`src/rtl/txq_pkg.sv`:
```
package txq_pkg;

   // Cyclic successor of an index within a set of n entries
   function automatic int unsigned wrap_next(int unsigned cur, int unsigned n);
      return (cur + 1 >= n) ? 0 : cur + 1;
   endfunction

   // Width of a priority key: base, format bit, extension bits
   function automatic int unsigned key_width(int unsigned id_w, int unsigned std_w);
      return std_w + 1 + (id_w - std_w);
   endfunction

endpackage

```
`src/rtl/txq_key_build.sv`:
```
module txq_key_build #(
   parameter int unsigned ID_W  = 29,
   parameter int unsigned STD_W = 11,
   parameter int unsigned KEY_W = txq_pkg::key_width(ID_W, STD_W)
) (
   input  logic [ID_W-1:0]  id_i,
   input  logic             xtd_i,
   output logic [KEY_W-1:0] key_o
);
   localparam int unsigned EXT_W = ID_W - STD_W;

   initial begin
      if (STD_W == 0 || STD_W > ID_W)
         $error("txq_key_build: STD_W must lie in 1..ID_W");
      if (KEY_W != STD_W + 1 + EXT_W)
         $error("txq_key_build: KEY_W mismatch");
   end

   logic [STD_W-1:0] base;
   logic [EXT_W-1:0] ext;

   generate
      if (EXT_W > 0) begin : g_ext
         always_comb begin
            base = xtd_i ? id_i[ID_W-1 -: STD_W] : id_i[STD_W-1:0];
            ext  = xtd_i ? id_i[EXT_W-1:0] : '0;
         end
      end else begin : g_std_only
         always_comb begin
            base = id_i[STD_W-1:0];
            ext  = '0;
         end
      end
   endgenerate

   // Standard format bit 0 sorts ahead of extended on equal base
   assign key_o = {base, xtd_i, ext};
endmodule

```
`src/rtl/txq_prio_arb.sv`:
```
module txq_prio_arb #(
   parameter int unsigned NUM_BUF = 3,
   parameter int unsigned KEY_W   = 30,
   parameter int unsigned IDX_W   = (NUM_BUF > 1) ? $clog2(NUM_BUF) : 1
) (
   input  logic [NUM_BUF-1:0]       vld_i,
   input  logic [NUM_BUF*KEY_W-1:0] key_i,
   output logic [IDX_W-1:0]         idx_o,
   output logic                     any_o
);
   initial begin
      if (NUM_BUF < 2) $error("txq_prio_arb: NUM_BUF must be at least 2");
   end

   // Linear chain: stage k holds the winner among buffers 0..k
   logic [KEY_W-1:0] st_key [NUM_BUF];
   logic [IDX_W-1:0] st_idx [NUM_BUF];
   logic             st_vld [NUM_BUF];

   generate
      for (genvar k = 0; k < NUM_BUF; k++) begin : g_stage
         logic [KEY_W-1:0] my_key;
         assign my_key = key_i[k*KEY_W +: KEY_W];
         if (k == 0) begin : g_first
            assign st_key[k] = my_key;
            assign st_idx[k] = '0;
            assign st_vld[k] = vld_i[k];
         end else begin : g_next
            logic take;
            // Strict less keeps the lower-numbered buffer on ties
            assign take = vld_i[k] && (!st_vld[k-1] || (my_key < st_key[k-1]));
            assign st_key[k] = take ? my_key : st_key[k-1];
            assign st_idx[k] = take ? IDX_W'(k) : st_idx[k-1];
            assign st_vld[k] = st_vld[k-1] | vld_i[k];
         end
      end
   endgenerate

   assign idx_o = st_vld[NUM_BUF-1] ? st_idx[NUM_BUF-1] : '0;
   assign any_o = st_vld[NUM_BUF-1];
endmodule

```
`src/rtl/txq_put_ptr.sv`:
```
module txq_put_ptr #(
   parameter int unsigned NUM_BUF = 3,
   parameter int unsigned IDX_W   = (NUM_BUF > 1) ? $clog2(NUM_BUF) : 1
) (
   input  logic               clk,
   input  logic               rst_n,
   input  logic [NUM_BUF-1:0] pend_i,
   input  logic [NUM_BUF-1:0] req_set_i,
   output logic [IDX_W-1:0]   put_o,
   output logic               full_o
);
   initial begin
      if (NUM_BUF < 2) $error("txq_put_ptr: NUM_BUF must be at least 2");
   end

   logic [IDX_W-1:0] ptr_q;
   logic [IDX_W-1:0] free_idx;
   logic             found;
   logic [IDX_W:0]   cand;

   // Cyclic search for the first free buffer at or after the pointer
   always_comb begin
      free_idx = '0;
      found    = 1'b0;
      cand     = '0;
      for (int o = 0; o < NUM_BUF; o++) begin
         cand = {1'b0, ptr_q} + (IDX_W+1)'(o);
         if (cand >= (IDX_W+1)'(NUM_BUF)) cand = cand - (IDX_W+1)'(NUM_BUF);
         if (!found && !pend_i[cand[IDX_W-1:0]]) begin
            found    = 1'b1;
            free_idx = cand[IDX_W-1:0];
         end
      end
   end

   assign full_o = &pend_i;
   assign put_o  = full_o ? '0 : free_idx;

   always_ff @(posedge clk or negedge rst_n) begin
      if (!rst_n) begin
         ptr_q <= '0;
      end else if (!full_o && req_set_i[free_idx]) begin
         ptr_q <= IDX_W'(txq_pkg::wrap_next(32'(free_idx), NUM_BUF));
      end
   end

   p_ptr_range_r10: assert property (@(posedge clk) disable iff (!rst_n)
      ptr_q < IDX_W'(NUM_BUF));

   p_put_free_r9: assert property (@(posedge clk) disable iff (!rst_n)
      !full_o |-> !pend_i[put_o]);

   p_full_put_zero_r9: assert property (@(posedge clk) disable iff (!rst_n)
      full_o |-> (put_o == '0));
endmodule

```
`src/rtl/txq_prio_sel.sv`:
```
module txq_prio_sel #(
   parameter int unsigned NUM_BUF = 3,
   parameter int unsigned ID_W    = 29,
   parameter int unsigned STD_W   = 11,
   parameter int unsigned IDX_W   = (NUM_BUF > 1) ? $clog2(NUM_BUF) : 1
) (
   input  logic                    clk,
   input  logic                    rst_n,
   input  logic [NUM_BUF-1:0]      req_set_i,
   input  logic [NUM_BUF-1:0]      cancel_i,
   input  logic                    tx_done_i,
   input  logic [NUM_BUF*ID_W-1:0] buf_id_i,
   input  logic [NUM_BUF-1:0]      buf_xtd_i,
   output logic [IDX_W-1:0]        sel_idx_o,
   output logic                    sel_vld_o,
   output logic [IDX_W-1:0]        put_idx_o,
   output logic                    full_o,
   output logic [NUM_BUF-1:0]      pend_o
);
   localparam int unsigned KEY_W = txq_pkg::key_width(ID_W, STD_W);

   initial begin
      if (NUM_BUF < 2) $error("txq_prio_sel: NUM_BUF must be at least 2");
      if (IDX_W < $clog2(NUM_BUF)) $error("txq_prio_sel: IDX_W too narrow");
   end

   logic [NUM_BUF-1:0]       pend_q;
   logic [NUM_BUF-1:0]       pend_d;
   logic [NUM_BUF*KEY_W-1:0] key_flat;
   logic [KEY_W-1:0]         key_a [NUM_BUF];
   logic                     done_eff;

   generate
      for (genvar k = 0; k < NUM_BUF; k++) begin : g_buf
         txq_key_build #(.ID_W(ID_W), .STD_W(STD_W), .KEY_W(KEY_W)) u_key (
            .id_i  (buf_id_i[k*ID_W +: ID_W]),
            .xtd_i (buf_xtd_i[k]),
            .key_o (key_a[k])
         );
         assign key_flat[k*KEY_W +: KEY_W] = key_a[k];

         // Cancel and completion dominate a same-cycle set
         assign pend_d[k] = (pend_q[k] | req_set_i[k]) & ~cancel_i[k]
                            & ~(done_eff && (sel_idx_o == IDX_W'(k)));

         p_cancel_clears_r7: assert property (@(posedge clk) disable iff (!rst_n)
            cancel_i[k] |=> !pend_q[k]);

         p_set_r6: assert property (@(posedge clk) disable iff (!rst_n)
            (req_set_i[k] && !cancel_i[k]
             && !(tx_done_i && sel_vld_o && sel_idx_o == IDX_W'(k))) |=> pend_q[k]);

         p_min_key_r1: assert property (@(posedge clk) disable iff (!rst_n)
            (sel_vld_o && pend_q[k]) |-> (key_a[sel_idx_o] <= key_a[k]));

         p_tie_low_r5: assert property (@(posedge clk) disable iff (!rst_n)
            (sel_vld_o && pend_q[k] && key_a[sel_idx_o] == key_a[k])
            |-> (sel_idx_o <= IDX_W'(k)));
      end
   endgenerate

   txq_prio_arb #(.NUM_BUF(NUM_BUF), .KEY_W(KEY_W), .IDX_W(IDX_W)) u_arb (
      .vld_i (pend_q),
      .key_i (key_flat),
      .idx_o (sel_idx_o),
      .any_o (sel_vld_o)
   );

   txq_put_ptr #(.NUM_BUF(NUM_BUF), .IDX_W(IDX_W)) u_put (
      .clk       (clk),
      .rst_n     (rst_n),
      .pend_i    (pend_q),
      .req_set_i (req_set_i),
      .put_o     (put_idx_o),
      .full_o    (full_o)
   );

   assign done_eff = tx_done_i && sel_vld_o;

   always_ff @(posedge clk or negedge rst_n) begin
      if (!rst_n) pend_q <= '0;
      else        pend_q <= pend_d;
   end

   assign pend_o = pend_q;

   p_vld_any_r1: assert property (@(posedge clk) disable iff (!rst_n)
      sel_vld_o == (|pend_q));

   p_sel_pending_r1: assert property (@(posedge clk) disable iff (!rst_n)
      sel_vld_o |-> pend_q[sel_idx_o]);

   p_done_clears_r8: assert property (@(posedge clk) disable iff (!rst_n)
      (tx_done_i && sel_vld_o) |=> !pend_q[$past(sel_idx_o)]);

   p_full_all_r9: assert property (@(posedge clk) disable iff (!rst_n)
      full_o == (&pend_q));

   p_full_release_r11: assert property (@(posedge clk) disable iff (!rst_n)
      (full_o && (|cancel_i || tx_done_i)) |=> !full_o);
endmodule

```
`config.mk`:
```
export PLATFORM = sky130hd
export DESIGN_NAME = txq_prio_sel
export DESIGN_NICKNAME = d
export VERILOG_FILES = /design/src/rtl/txq_pkg.sv /design/src/rtl/txq_key_build.sv /design/src/rtl/txq_prio_arb.sv /design/src/rtl/txq_put_ptr.sv /design/src/rtl/txq_prio_sel.sv
export SDC_FILE = /design/constraint.sdc
export NUM_CORES = 1
export LEC_CHECK = 0
export BUFFER_PORTS_ARGS = -buffer_cell sky130_fd_sc_hd__buf_2
export CAP_MARGIN = 20
export CORE_MARGIN = 1
export CORE_UTILIZATION = 44
export CTS_CLUSTER_SIZE = 10
export DETAILED_ROUTE_END_ITERATION = 16
export PLACE_DENSITY = 0.72
export SYNTH_ARGS = -nofsm -noshare
export SYNTH_HDL_FRONTEND = slang
export SYNTH_HIERARCHICAL = 1
export SYNTH_SLANG_ARGS = --single-unit
```
`constraint.sdc`:
```
create_clock -name clk -period 6.1 [get_ports clk]
set_input_delay 0.61 -clock clk [delete_from_list [all_inputs] [get_ports clk]]
set_output_delay 0.61 -clock clk [all_outputs]
set_load 0.1 [all_outputs]
```
Word level (Yosys, flattened, before mapping)

Index checks and enable logic that the tools add are counted.

Bits in registers: 5
Latch bits: 0
Memory bits (writable): 0
ROM bits: 0
Bits of input ports: 99
Output and inout bits: 9
Logic and storage cells: 84
Memories: 0

Add/subtract/negate cells: 6
$mul: 0
Div/mod/pow operators: 0
$lt $le $gt $ge: 10
Eq/ne operators: 2
Shift operators: 0
Mux-type cells: 28
Bitwise gates (word level): 17
Reductions and logical operators: 19

Operators by type and width:

| cell                  | number |
|---|---|
| $lt A30 B30 Y1        | 2 |
| $mux W18              | 3 |
| $mux W11              | 3 |
| $mux W30              | 1 |
| $mux W2               | 10 |
| $lt A2 B3 Y1 const B  | 4 |
| $ge A3 B2 Y1 const B  | 3 |
| $logic_and A1 B1 Y1   | 9 |
| $bmux W1 S2           | 4 |
| $mux W1               | 7 |
| $add A2 B1 Y3 const B | 2 |
| $and A1 B1 Y1         | 6 |
| $logic_not A1 Y1      | 6 |
| $not A1 Y1            | 6 |
| $sub A2 B2 Y2 const B | 3 |
| $or A1 B1 Y1          | 5 |
| $add A2 B2 Y3 const B | 1 |
| $reduce_and A3 Y1     | 1 |
| $eq A2 B1 Y1 const B  | 1 |
| $eq A2 B2 Y1 const B  | 1 |
| $ge A2 B2 Y1 const B  | 1 |
| $logic_not A2 Y1      | 1 |
| $logic_or A1 B1 Y1    | 2 |

Longest topological paths before layout

Word-level depth: 14
Mapped depth: 23
Mapped depth without buffers: 20

Cells and area by module

The synthesis kept the hierarchy.

By module, submodules not included:

| module        | times used | cells an instance | area an instance (µm²) |
|---|---|---|---|
| txq_prio_arb  | 1          | 261               | 1770.4 |
| txq_key_build | 3          | 33                | 285.3 |
| txq_put_ptr   | 1          | 41                | 341.6 |
| txq_prio_sel  | 1          | 12                | 138.9 |

Least setup slack after synthesis

Ideal clock, no wire load.

Path type: in2out
Start: in buf_xtd_i[1]
End: out sel_idx_o[1]
Data arrival time: 5532 ps
Data required time: 5490 ps
Setup slack: -42 ps
Cell stages on the path: 19
Path buffers: 3
Path through: buf_6 > mux2_2 > ha_1 > a21o_1 > nand3_1 > a21oi_1 > or4_4 > o32ai_4 > buf_6 > buf_6 > a21oi_1 > ha_1 > a21oi_1 > o211ai_1 > o221ai_1 > a31oi_1 > nor4b_1 > nand2b_1 > o21ai_1

RTL lines:

| item               | RTL line           | source |
|---|---|---|
| start: declaration | txq_prio_sel.sv:13 | `input logic [NUM_BUF-1:0] buf_xtd_i,` |
| end: declaration   | txq_prio_sel.sv:14 | `output logic [IDX_W-1:0] sel_idx_o,` |

==> results_dict.tcl <==
set metrics [dict create \
    synth_area_per_cell_sq_um 7.52 \
    path_clk_slew_ps 30 \
    async_reset_ff_share_pct 100 \
    clk-insertion-delay-late_ps 220 \
    syn_nets 574 \
    dp.cells 602 \
    nets 672 \
    clock_skew_ps 0.180 \
    min_period_over_period_pct 95.0 \
    cts_tree "yes" \
    crit_slowest_cell "or4_4" \
    drive_gt1_share_pct 36.3 \
    cp-end-kind "output pin" \
    power_leakage_nw 1.86 \
    final_util_pct 55.1 \
    slew_viol_final 0 \
    fin_tns_setup_ps 0 \
    drtPass1Iterations 4 \
    globalplace.congestion 0.949 \
    final_cell_mix "buf_2 (103), ha_1 (62), a21oi_1 (48), nor2_1 (47), inv_1 (37)" \
    yosysWarnings 6 \
    final.min_clock_period_ps 5790 \
    track_usage_pct 22.7 \
    cts_inserted_buffers 3 \
    cp_max_fo 20 \
    min-delay-path-class "primary input to asynchronous set/reset pin" \
    fp.dieArea_sq_um 7400 \
    antenna_found_initial 0 \
    max_cap_viol_count 0 \
    ys_types 52 \
    worst_slew_pin_slew_ps 497 \
    clock-sinks 5 \
    antenna_cells 0 \
    die_h_um 86.0 \
    drt_iter0_drc 130 \
    ys_ff_latch 5 \
    drt-wirelength-per-cell_um 13.9 \
    final_cell_count_no_fill 606 \
    detailed_place_hpwl_um 7240 \
    crit_buf_inv 5 \
    overflow 0 \
    crit_chain "clkbuf_4 -> buf_4 -> mux2_4 -> inv_1 -> ha_1 -> nand4_1 -> a21oi_1 -> or4_4 -> o32ai_4 -> buf_4 -> nor2_1 -> a21oi_1 -> ha_1 -> a211oi_1 -> o21ai_0 -> o211ai_1 -> a31oi_1 -> nor4b_2 -> nand2b_1 -> o21ai_2 -> buf_12" \
    ant_nets 0 \
    io_buffers 107 \
    grt_pass1_wl_um 13700 \
    core_sq_um 6790 \
    rows 30 \
    crit_path_start_kind "primary input" \
    power.density_nw_per_um2 210 \
    final_common_cell "buf_2" \
    grt_start_max_net_pins 32 \
    netlist_instances 413 \
    initial_core_util_pct 45.7 \
    synth_edf_count 0 \
    routed_via_density 5.25 \
    crit_family "compound AO/OA/AOI/OAI gates" \
    ys_seq_area_share_pct 4.03 \
    max_freq_mhz 173 \
    pin_count 108 \
    critPathRequiredTime_ps 5490 \
    ir_drop_uv 163 \
    cts.htree.levels 1 \
    relSlewSlack_pct 66.8 \
    cts-hold-fix-buffers 0 \
    seq_area_sq_um 125 \
    vias 3184 \
    hold_viol_final 0 \
    fin_hold_ws_ps 201 \
    crit_type "primary input to output pin" \
    worstPathArrival_ps 5180 \
    cts-root-buf "clkbuf_8" \
    drc 0 \
    setup_viol 0 \
    synthFlopType "dfrtp_1" \
    status "completed" \
    area_delta_synth_final_pct 20.5 \
    cts_max_path_buffers 2 \
    max_stage_delay_ps 490 \
    routed_wl_um 8410 \
    fill_cells 664 \
    die_w_um 86.0 \
    multi_input_comb_area_sq_um 2710 \
    grt_pass1_vias 3165 \
    syn_area_sq_um 3110 \
]
[through the flow]
step | setup WS (ps) | total power, mW | cell area, sq um
2_1_floorplan | 504 | 0.576 | 3110
3_3_place_gp | 321 | 0.704 | 3670
5_1_grt | -8.76 | 0.858 | 3740
4_1_cts | 135 | 0.783 | 3720
3_5_place_dp | 166 | 0.718 | 3670
6_report | 306 | 0.785 | 3740
[what timing repair did]
| action | CTS | global route |
|---|---|---|
| setup endpoints to repair | 0 | 1 |
| endpoints found under the hold margin | 0 | 0 |
| gates resized for setup | 0 | 5 |
| setup buffers | 0 | 0 |
[final cells by class]
class / instances / share of cell area, %
clock buffer: 4 / 1.20
inverter: 37 / 3.71
multi-input combinational: 353 / 72.5
sequential: 5 / 3.34
tap: 96 / 3.21
timing repair buffer: 111 / 16.0
[cells by family after synthesis]
logic type | Yosys count | share of synthesized area (%)
flip-flops | 5 | 4.03
multiplexers | 35 | 13.5
AND/OR/NAND/NOR | 164 | 29.4
AO/OA/AOI/OAI | 92 | 18.8
buffers and inverters | 55 | 9.34
adder cells (fa/ha/maj) | 62 | 25.0
[routing by layer]
metal,track usage (%),part of all wire (%)
met1,28.3,45
met2,42.1,48
met3,1.35,4.3
met4,5.91,2.2
met5,0,0
[report_power, final]
part	switching, mW	internal, mW
Sequential	0.0140	0.0428
Clock	0.0145	0.0447
Combinational	0.421	0.248
[path summary, 6_finish.rpt]
kind | startpoint | endpoint | slack [ps] | cells past startpoint
setup / recovery | buf_xtd_i[0] | sel_idx_o[1] | 310 | 21
hold / removal | rst_n | pend_o[1] | 200 | 1
setup reg to reg | pend_o[1] | pend_o[0] | 1710 | 16
hold reg to reg | u_put/ptr_q[0] | u_put/ptr_q[0] | 640 | 2
max in group asynchronous | rst_n | pend_o[2] | 5770 | 1
min in group clk | cancel_i[1] | pend_o[1] | 550 | 2
[synth_stat cells (all sizes together) (7+ instances only)]
cell | instances | area [sq um]
a21oi | 48 | 240
and2 | 55 | 375
buf | 15 | 136
ha | 62 | 776
inv | 37 | 139
mux2 | 34 | 409
nand2 | 16 | 60.1
nand3 | 7 | 35.0
nand4 | 10 | 62.6
nor2 | 47 | 176
nor3 | 7 | 45.0
o21ai | 14 | 70.1
[flip-flops by register name, summed over array words and instances, names as in the netlist]
register     count
u_put/ptr_q      2
pend_o           3
[worst register-to-register path: stages (launching register included)]
cell,delay (ps)
dfrtp_1,530
inv_1,170
or4_4,550
o32ai_4,310
buf_4,280
nor2_1,70
a21oi_1,170
ha_1,280
a211oi_1,270
o21ai_0,140
o211ai_1,130
a31oi_1,190
nor4b_2,380
nand2b_1,110
o21ai_2,240
nor2_1,80
a311oi_1,360
No activity file was read; power rests on OpenSTA's default activity.
